## config.mk

```make
export PLATFORM = sky130hd
export DESIGN_NAME = mulx_core
export DESIGN_NICKNAME = d
export VERILOG_FILES = /design/src/rtl/mulx_pkg.sv /design/src/rtl/mulx_span.sv /design/src/rtl/mulx_pp.sv /design/src/rtl/mulx_flag.sv /design/src/rtl/mulx_core.sv
export SDC_FILE = /design/constraint.sdc
export NUM_CORES = 2
export LEC_CHECK = 0
export ABC_AREA = 1
export BUFFER_PORTS_ARGS = -buffer_cell sky130_fd_sc_hd__buf_2
export CORE_MARGIN = 2
export CORE_UTILIZATION = 59
export DETAILED_ROUTE_END_ITERATION = 8
export HOLD_SLACK_MARGIN = 0.1
export PLACE_DENSITY = 0.77
export RECOVER_POWER = 25
export SLEW_MARGIN = 20
export SYNTH_ARGS = -nofsm -noshare
export SYNTH_HDL_FRONTEND = slang
export SYNTH_HIERARCHICAL = 1
export SYNTH_SLANG_ARGS = --single-unit
```

## constraint.sdc

```tcl
create_clock -name clk -period 14.15 [get_ports clk]
set_input_delay 1.415 -clock clk [delete_from_list [all_inputs] [get_ports clk]]
set_output_delay 1.415 -clock clk [all_outputs]
set_load 0.01 [all_outputs]
```

## src/rtl/mulx_pkg.sv

```systemverilog
package mulx_pkg;
   typedef enum logic [2:0] {
      OP_MUL   = 3'd0,
      OP_MLA   = 3'd1,
      OP_UMULL = 3'd2,
      OP_UMLAL = 3'd3,
      OP_SMULL = 3'd4,
      OP_SMLAL = 3'd5
   } mul_op_e;
endpackage

```

## src/rtl/mulx_span.sv

```systemverilog
module mulx_span #(
   parameter int DW = 32,
   parameter int CW = 8,
   parameter int NW = 3
) (
   input  logic [DW-1:0] mplier,
   input  logic          zero_only,
   output logic [NW-1:0] nchunk,
   output logic          neg_ext
);
   localparam int NCH = DW / CW;

   logic [NCH-1:1] up_ok;

   generate
      if ((DW % CW) != 0 || NCH < 2) begin : g_bad_cfg
         $error("mulx_span: DW must be a multiple of CW with at least two chunks");
      end
      for (genvar k = 1; k < NCH; k++) begin : g_up
         logic all_zero, all_ones;
         assign all_zero = ~|mplier[DW-1:k*CW];
         assign all_ones = &mplier[DW-1:k*CW];
         assign up_ok[k] = all_zero | (~zero_only & all_ones);
      end
   endgenerate

   // upper-extension tests are monotone in k: the lowest passing k wins
   always_comb begin
      nchunk = NW'(NCH);
      for (int k = NCH - 1; k >= 1; k--) begin
         if (up_ok[k]) nchunk = NW'(k);
      end
   end

   // skipped chunks (or the top chunk when none skipped) stand for -1
   assign neg_ext = ~zero_only & mplier[DW-1];
endmodule

```

## src/rtl/mulx_pp.sv

```systemverilog
module mulx_pp #(
   parameter int DW = 32,
   parameter int CW = 8,
   parameter int IW = 2
) (
   input  logic [2*DW-1:0] mcand_ext,
   input  logic [DW-1:0]   mplier,
   input  logic [IW-1:0]   idx,
   output logic [2*DW-1:0] pp
);
   localparam int RW = 2 * DW;

   logic [CW-1:0] chunk;
   logic [RW-1:0] prod;

   generate
      if (CW >= DW) begin : g_bad_cfg
         $error("mulx_pp: chunk must be narrower than the operand");
      end
   endgenerate

   assign chunk = mplier[idx*CW +: CW];
   assign prod  = mcand_ext * {{(RW-CW){1'b0}}, chunk};
   assign pp    = prod << (idx * CW);
endmodule

```

## src/rtl/mulx_flag.sv

```systemverilog
module mulx_flag #(
   parameter int DW = 32
) (
   input  logic [2*DW-1:0] result,
   input  logic            long_res,
   output logic            neg,
   output logic            zero
);
   always_comb begin
      if (long_res) begin
         neg  = result[2*DW-1];
         zero = (result == '0);
      end else begin
         neg  = result[DW-1];
         zero = (result[DW-1:0] == '0);
      end
   end
endmodule

```

## src/rtl/mulx_core.sv

```systemverilog
module mulx_core #(
   parameter int DATA_W  = 32,
   parameter int CHUNK_W = 8
) (
   input  logic                                 clk,
   input  logic                                 rst_n,
   input  logic                                 start,
   input  logic [2:0]                           op,
   input  logic                                 short_enc,
   input  logic                                 set_flags,
   input  logic [DATA_W-1:0]                    mcand,
   input  logic [DATA_W-1:0]                    mplier,
   input  logic [2*DATA_W-1:0]                  acc_in,
   output logic                                 busy,
   output logic                                 done,
   output logic [2*DATA_W-1:0]                  result,
   output logic [$clog2(DATA_W/CHUNK_W+2)-1:0]  cycles,
   output logic                                 flag_we,
   output logic                                 flag_n,
   output logic                                 flag_z,
   output logic                                 flag_c
);
   import mulx_pkg::*;

   localparam int NCH = DATA_W / CHUNK_W;
   localparam int RW  = 2 * DATA_W;
   localparam int NW  = $clog2(NCH + 1);
   localparam int LW  = $clog2(NCH + 2);
   localparam int IW  = (NCH > 1) ? $clog2(NCH) : 1;

   generate
      if (DATA_W % CHUNK_W != 0 || NCH < 2) begin : g_bad_cfg
         $error("mulx_core: DATA_W must split into two or more chunks");
      end
   endgenerate

   // opcode decode
   logic is_long, is_acc_long, is_mla, is_sgn_long, has_extra, zero_only;
   always_comb begin
      is_long     = (op == OP_UMULL) || (op == OP_UMLAL) ||
                    (op == OP_SMULL) || (op == OP_SMLAL);
      is_acc_long = (op == OP_UMLAL) || (op == OP_SMLAL);
      is_mla      = (op == OP_MLA);
      is_sgn_long = (op == OP_SMULL) || (op == OP_SMLAL);
      has_extra   = is_long || is_mla;
      zero_only   = (op == OP_UMULL) || (op == OP_UMLAL) ||
                    ((op == OP_MUL) && short_enc);
   end

   // latency from operand extension
   logic [NW-1:0] nch_in;
   logic          neg_in;
   logic [LW-1:0] lat_in;

   mulx_span #(.DW(DATA_W), .CW(CHUNK_W), .NW(NW)) u_span (
      .mplier    (mplier),
      .zero_only (zero_only),
      .nchunk    (nch_in),
      .neg_ext   (neg_in)
   );

   assign lat_in = LW'(nch_in) + LW'(has_extra);

   // operand preparation
   logic [RW-1:0] mcand_ext_in, acc_init, corr;
   always_comb begin
      mcand_ext_in = is_sgn_long ? {{DATA_W{mcand[DATA_W-1]}}, mcand}
                                 : {{DATA_W{1'b0}}, mcand};
      if (is_acc_long)  acc_init = acc_in;
      else if (is_mla)  acc_init = {{DATA_W{1'b0}}, acc_in[DATA_W-1:0]};
      else              acc_init = '0;
      corr = neg_in ? (mcand_ext_in << (nch_in * CHUNK_W)) : '0;
   end

   // sequencing state
   logic              busy_q, long_q, sf_q;
   logic [LW-1:0]     cyc_q, lat_q, cyc_nxt;
   logic [NW-1:0]     nch_q;
   logic [RW-1:0]     mcand_q, acc_q;
   logic [DATA_W-1:0] mplier_q;

   assign cyc_nxt = cyc_q + 1'b1;

   // one shared partial-product unit: chunk 0 at start, then the rest
   logic [RW-1:0]     pp, pp_mcand;
   logic [DATA_W-1:0] pp_mplier;
   logic [IW-1:0]     pp_idx;

   assign pp_mcand  = busy_q ? mcand_q  : mcand_ext_in;
   assign pp_mplier = busy_q ? mplier_q : mplier;
   assign pp_idx    = busy_q ? cyc_nxt[IW-1:0] : '0;

   mulx_pp #(.DW(DATA_W), .CW(CHUNK_W), .IW(IW)) u_pp (
      .mcand_ext (pp_mcand),
      .mplier    (pp_mplier),
      .idx       (pp_idx),
      .pp        (pp)
   );

   logic done_w;
   assign done_w = busy_q && (cyc_q == lat_q - 1'b1);

   always_ff @(posedge clk or negedge rst_n) begin
      if (!rst_n) begin
         busy_q   <= 1'b0;
         long_q   <= 1'b0;
         sf_q     <= 1'b0;
         cyc_q    <= '0;
         lat_q    <= '0;
         nch_q    <= '0;
         mcand_q  <= '0;
         mplier_q <= '0;
         acc_q    <= '0;
      end else if (!busy_q) begin
         if (start) begin
            busy_q   <= 1'b1;
            long_q   <= is_long;
            sf_q     <= set_flags;
            cyc_q    <= '0;
            lat_q    <= lat_in;
            nch_q    <= nch_in;
            mcand_q  <= mcand_ext_in;
            mplier_q <= mplier;
            acc_q    <= acc_init + pp - corr;
         end
      end else begin
         cyc_q <= cyc_nxt;
         if (cyc_nxt < LW'(nch_q)) acc_q <= acc_q + pp;
         if (done_w) busy_q <= 1'b0;
      end
   end

   assign busy    = busy_q;
   assign done    = done_w;
   assign cycles  = lat_q;
   assign result  = long_q ? acc_q : {{DATA_W{1'b0}}, acc_q[DATA_W-1:0]};
   assign flag_we = done_w & sf_q;
   assign flag_c  = 1'b0;

   mulx_flag #(.DW(DATA_W)) u_flag (
      .result   (result),
      .long_res (long_q),
      .neg      (flag_n),
      .zero     (flag_z)
   );


   start_accept_chk: assert property (@(posedge clk) disable iff (!rst_n)
      (start && !busy_q) |=> busy_q);

   busy_hold_chk: assert property (@(posedge clk) disable iff (!rst_n)
      (busy_q && !done_w) |=> (busy_q && $stable(lat_q) && $stable(mplier_q)));

   done_pulse_chk: assert property (@(posedge clk) disable iff (!rst_n)
      done_w |=> !done_w);

   done_end_chk: assert property (@(posedge clk) disable iff (!rst_n)
      done_w |=> !busy_q);

   lat_range_chk: assert property (@(posedge clk) disable iff (!rst_n)
      busy_q |-> (lat_q >= 1 && int'(lat_q) <= NCH + 1 && cyc_q < lat_q));

   flag_idle_chk: assert property (@(posedge clk) disable iff (!rst_n)
      !busy_q |-> !flag_we);
endmodule

```

; ---- Word-level counts from Yosys, hierarchy flattened
; Cells that the tools add are included.
; Widths: inputs -> output; s select.
[word_totals]
ff_bits = 172
inputBits = 136
out_inout_bits = 73
word_cells = 82
[op_classes]
addsub = 6
n_mul = 1
n_lt_le_gt_ge = 1
eq_ne = 7
n_shift = 3
muxes = 21
bitwise = 10
reduce_logical = 24
[op_table]
columns = op, count
row1 = $mux 64, 8
row2 = $add 64x64->64, 2
row3 = $logic_not 64->1, 1
row4 = $mul 64x8->64, 1
row5 = $mux 32, 2
row6 = $shl 64x5->64, 1
row7 = $shl 64x6->64, 1
row8 = $sub 64x64->64, 1
row9 = $logic_not 32->1, 1
row10 = $shiftx 32x6->8, 1
row11 = $reduce_and 24->1, 1
row12 = $reduce_or 24->1, 1
row13 = $reduce_and 16->1, 1
row14 = $reduce_or 16->1, 1
row15 = $mux 3, 5
row16 = $reduce_and 8->1, 1
row17 = $reduce_or 8->1, 1
row18 = $logic_or 1x1->1, 7
row19 = $eq 3x2->1 const B, 2
row20 = $eq 3x3->1 const B, 2
row21 = $and 1x1->1, 5
row22 = $mux 1, 5
row23 = $reduce_and 2->1, 2
row24 = $add 3x1->3, 1
row25 = other kinds (13), 19

; ---- Logic depth before layout (Yosys ltp)
[depth]
ltp_word = 14
ltp_mapped = 56
depth_no_buf = 50

; ---- Modules after synthesis
; Netlist, hierarchy kept.
[by_module_without_submodules]
columns = mod, instances, cells_each, area_each_um2, seq_area_each_um2
row1 = mulx_core, 1, 4127, 22402.7, 3528.4
row2 = mulx_pp, 1, 2544, 16848.7, 0.0
row3 = mulx_span, 1, 63, 272.8, 0.0
row4 = mulx_flag, 1, 60, 240.2, 0.0

; ---- Worst setup path before layout
; No wires, ideal clock.
[synth_path]
path_type = input-to-reg
start = input port op[2]
end = register acc_q[51]
setup_time_ps = 117
t_arrival_ps = 14158
required_time_ps = 14033
path_slack_ps = -125
cell_stages = 36
n_path_buf = 0
cell_sequence = inv_1 -> nor2_1 -> nand2_1 -> o21ai_0 -> inv_1 -> nor2_1 -> fa_1 -> fa_1 -> fa_1 -> fa_1 -> ha_1 -> nand2_1 -> o21ai_0 -> inv_1 -> o21ai_0 -> a21oi_1 -> nand3_1 -> nand2_1 -> nand2_1 -> nor2_1 -> o21ai_1 -> inv_1 -> fa_1 -> inv_1 -> ha_1 -> nand2_1 -> nor2_1 -> nand2_2 -> nor4_2 -> nand2_1 -> nand2_1 -> nand2_1 -> nand3_1 -> nand2_1 -> nand2_1 -> nand2_1
[synth_via]
elab_cells_between_ends = 36
classes_between = add/sub: 3 / mul: 1 / eq/ne: 5 / shift: 2 / mux: 11 / bitwise: 8 / reduce/logical: 6
[synth_rtl]
columns = item, line_no
row1 = "start, declared", mulx_core.sv:8  ; input logic [2:0] op,
row2 = $eq 3x3->1, mulx_core.sv:44  ; is_sgn_long = (op == OP_SMULL) || (op == OP_SMLAL);
row3 = $logic_or 1x1->1 (*), mulx_core.sv:44
row4 = $mux 64 (*), mulx_core.sv:67  ; mcand_ext_in = is_sgn_long ? {{DATA_W{mcand[DATA_W-1]}}, mcand}
row5 = $mux 64 (*), mulx_core.sv:89  ; assign pp_mcand = busy_q ? mcand_q : mcand_ext_in;
row6 = named net pp_mcand[32], mulx_core.sv:85  ; logic [RW-1:0] pp, pp_mcand;
row7 = $mul 64x8->64 (*), mulx_pp.sv:23  ; assign prod = mcand_ext * {{(RW-CW){1'b0}}, chunk};
row8 = $shl 64x5->64 (*), mulx_pp.sv:24  ; assign pp = prod << (idx * CW);
row9 = named net pp[49], mulx_core.sv:85
row10 = $add 64x64->64, mulx_core.sv:124  ; acc_q <= acc_init + pp - corr;
row11 = $sub 64x64->64, mulx_core.sv:124
row12 = $mux 64, mulx_core.sv:115  ; if (start) begin
row13 = $mux 64 (*), mulx_core.sv:114  ; end else if (!busy_q) begin
row14 = "end signal, assigned", mulx_core.sv:124
row15 = "end signal, assigned", mulx_core.sv:128  ; if (cyc_nxt < LW'(nch_q)) acc_q <= acc_q + pp;
row16 = "end, declared", mulx_core.sv:79  ; logic [RW-1:0] mcand_q, acc_q;
; Mark *: on every way through the listed nets, which the timed path passes. The rest lies on a longest branch. The select of a mux whose other input is x is not followed.
; A chain may end at the register's enable or synchronous reset.

; ---- Worst setup path in the final report
[layout_path]
start = register busy_q (netlist: busy)
end = register acc_q[16]
[layout_via]
elab_chain_len = 8
elab_cells_between_ends = 15
classes_between = add/sub: 3 / mul: 1 / eq/ne: 1 / shift: 2 / mux: 6 / reduce/logical: 2
[layout_lines]
columns = item, line_no
row1 = "start, declared", mulx_core.sv:76  ; logic busy_q, long_q, sf_q;
row2 = "start signal, assigned", mulx_core.sv:105  ; busy_q <= 1'b0;
row3 = "start signal, assigned", mulx_core.sv:116  ; busy_q <= 1'b1;
row4 = "start signal, assigned", mulx_core.sv:129  ; if (done_w) busy_q <= 1'b0;
row5 = $mux 2 (*), mulx_core.sv:91  ; assign pp_idx = busy_q ? cyc_nxt[IW-1:0] : '0;
row6 = named net pp_idx[0], mulx_core.sv:87  ; logic [IW-1:0] pp_idx;
row7 = $shiftx 32x6->8, mulx_pp.sv:22  ; assign chunk = mplier[idx*CW +: CW];
row8 = $mul 64x8->64, mulx_pp.sv:23
row9 = $shl 64x5->64 (*), mulx_pp.sv:24
row10 = named net pp[15], mulx_core.sv:85
row11 = $add 64x64->64, mulx_core.sv:124
row12 = $sub 64x64->64, mulx_core.sv:124
row13 = $mux 64, mulx_core.sv:115
row14 = $mux 64 (*), mulx_core.sv:114
; Marked as above.

==> qor.txt <==
quantity of I/O buffers inserted on ports: 207
initial core utilization: 0.5942
row count: 95
violated checks: max-capacitance violations, max-slew violations
Distinct cells, synth: 51
Worst path slowest cell: dfrtp_1
cell count after placement: 7710
unrepaired setup endpoints after global routing: no
crit-path max FO: 60
initial drt markers: 7112
Clock Pin Slew Worst Setup and Hold Paths: 0.09 ns
H-tree depth: 4
Vert. Die Dim: 263.6 µm
vias in the first global route: 41210
min Tclk post-route: 12.08 ns
total core area: 66920 µm²
Post-synth EDFFs: 0
Max Slew Vio Count: 77
Main synth FF type: dfrtp_1
commonest cells after routing, fill and taps aside: 2145 x nand2_1, 1399 x inv_1, 883 x nor2_1, 412 x fa_1, 405 x nand3_1
Fin Hold WS: 0.4866 ns
root buffer cell: clkbuf_16
I/O Pins: 209
filler instances: 6480
Final ANT Viol Nets: 0
grt total ovfl: 0
CTS sink count: 141
full die area: 69490 µm²
Max-Slew Margin vs Limit: -2.428
drc violations: 0
largest net degree at the start of global routing: 119
flops & latches, synth: 141
Post-Synth Simple-Gate Area: 0.3846
cell mode on critical path: inv_1
Max-Cap Viols: 1
gr usage total: 0.4863
Routability Congestion: 1.127
Area Overhead vs Synth: 5.374%
Critical Path RT: 14.46 ns
DR vias/cell: 5.840
Fin. Hold Viols: 0
global routing usage on met3: 0.1813
syn_nets: 7547
met2 GRT Util: 0.6729
Worst EP arrival: 12.39 ns
share of cells above drive strength 1: 0.06988
Post-CTS Resized: 0
Ys Warns: 6
global-route wire length before repair: 251600 µm
f_max: 82.81 MHz
Synth Area in XOR/XNOR: 0.009912
clock buffer count from CTS: 17
CTS Hold Bufs: 0
clk_lat worst skew: 0.49 ns
Synth Area per Inst: 5.853 µm²
setup violators final: 0
register area share after synthesis: 0.08873
Tcrit/Tclk final: 0.8534
Layout Nets: 7609
CTS tree: yes
Setup TNS: 0 ns
final non-filler cell total: 7761
die width: 263.6 µm
most common cell after layout, fill and taps aside: nand2_1
Worst setup SP type: flip-flop
Hold WC Path Type: reg -> reg
HPWL Detailed: 146100 µm
Clock Skews: 0.02553 ns
Post-Synth Adder-Cell Area: 0.2719
critical path class: reg -> reg
first drt pass iteration count: 8
routed wire length: 171700 µm
M1 GR Usage: 0.6688
largest family of logic cells by synthesized area: simple AND/OR/NAND/NOR gates
post-synthesis mux area share: 0.001510
Post-Syn Area: 39760 µm²
share of flip-flops with an asynchronous set or reset: 1.000
Slew @ Worst Pin: 5.142 ns
post-synthesis compound-gate area fraction: 0.08272
Worst path max stage delay: 1.07 ns
Post-CTS Setup Bufs: 0
routed length per instance: 22.12 µm
busiest grt layer: met2
CTS max path bufs: 2
total number of vias: 45330
status: complete, but fails checks
synthesized instance count: 6794
initial antenna violation count: 15
Setup crit end kind: flip-flop
synth_stat cells, types with 27 or more instances:
| cell | n | area [µm²] |
|---|---|---|
| nand2_2 | 42 | 262.8 |
| clkbuf_1 | 98 | 367.9 |
| nand2_1 | 2150 | 8070 |
| inv_1 | 1400 | 5255 |
| inv_2 | 47 | 176.4 |
| fa_1 | 412 | 8248 |
| buf_4 | 37 | 277.8 |
| dfrtp_1 | 141 | 3528 |
| nand3_1 | 405 | 2027 |
| nor2_1 | 884 | 3318 |
| nor2_2 | 66 | 412.9 |
| buf_1 | 30 | 112.6 |
| o21ai_0 | 299 | 1496 |
| xor2_1 | 27 | 236.5 |
| a21oi_1 | 213 | 1066 |
| nand4_1 | 49 | 306.5 |
| o21ai_1 | 30 | 150.1 |
| nand3b_1 | 30 | 225.2 |
| ha_1 | 205 | 2565 |
final timing paths:
path | from | end | slack [ns] | depth (start not counted)
setup / recovery | busy | acc_q[16] | 2.07 | 39
hold / removal | mcand_q[11] | mcand_q[11] | 0.49 | 2
setup reg to reg | busy | acc_q[16] | 2.07 | 39
hold reg to reg | mcand_q[11] | mcand_q[11] | 0.49 | 2
max in group asynchronous | rst_n | long_q | 8.11 | 1
min in group asynchronous | rst_n | acc_q[45] | 2.80 | 1
worst max-delay path: cells and delay by family, from the launching register on:
family,cells,cell delay [ns]
AO/OA/AOI/OAI,4,1.43
AND/OR/NAND/NOR,14,3.29
adder cells (fa/ha/maj),7,3.37
XOR/XNOR,1,0.34
buffers and inverters,13,2.28
flip-flops,1,1.07
metrics by stage:
stage,util,area (µm²),setup slack (ns)
after floorplan,-,39760,2.387
after global placement,0.6163,41240,3.253
after detailed placement,0.6163,41240,3.132
after CTS,0.6256,41870,3.059
after global routing,0.6254,41850,1.797
final,0.6261,41900,2.075
kinds of logic after synthesis:
kind of cell	count (synthesis)
muxes	6
buffers and inverters	1647
DFF	141
adders and majority gates	617
AOI/OAI and AO/OA	625
and+or+nand+nor	3712
other	1
xor gates and xnor gates	45
metal layers:
layer,vias to the layer above,share of wire
li1,20520,-
met1,20910,0.39
met2,3305,0.39
met3,566,0.16
met4,24,0.055
met5,-,0.0012
flip-flops by register name, summed over array words and instances (netlist names):
| signal | cells |
|---|---|
| sf_q | 1 |
| busy | 1 |
| cyc_q | 3 |
| nch_q | 3 |
| mplier_q | 32 |
| long_q | 1 |
| acc_q | 64 |
| cycles | 3 |
| mcand_q | 33 |
layout make-up:
class	count	area [µm²]	area share
diodes	19	47.55	0.001135
clock buffers	17	425.4	0.01015
clock inverters	15	200.2	0.004778
inverters	1452	5450	0.1301
multi-input cells	5006	29890	0.7133
flip-flops and latches	141	3530	0.08424
well taps	873	1092	0.02607
repair buffers	238	1267	0.03025
Power is left out: the tool's default activity adds up to more than one toggle a clock period on the data nets, which glitch-free logic cannot reach.
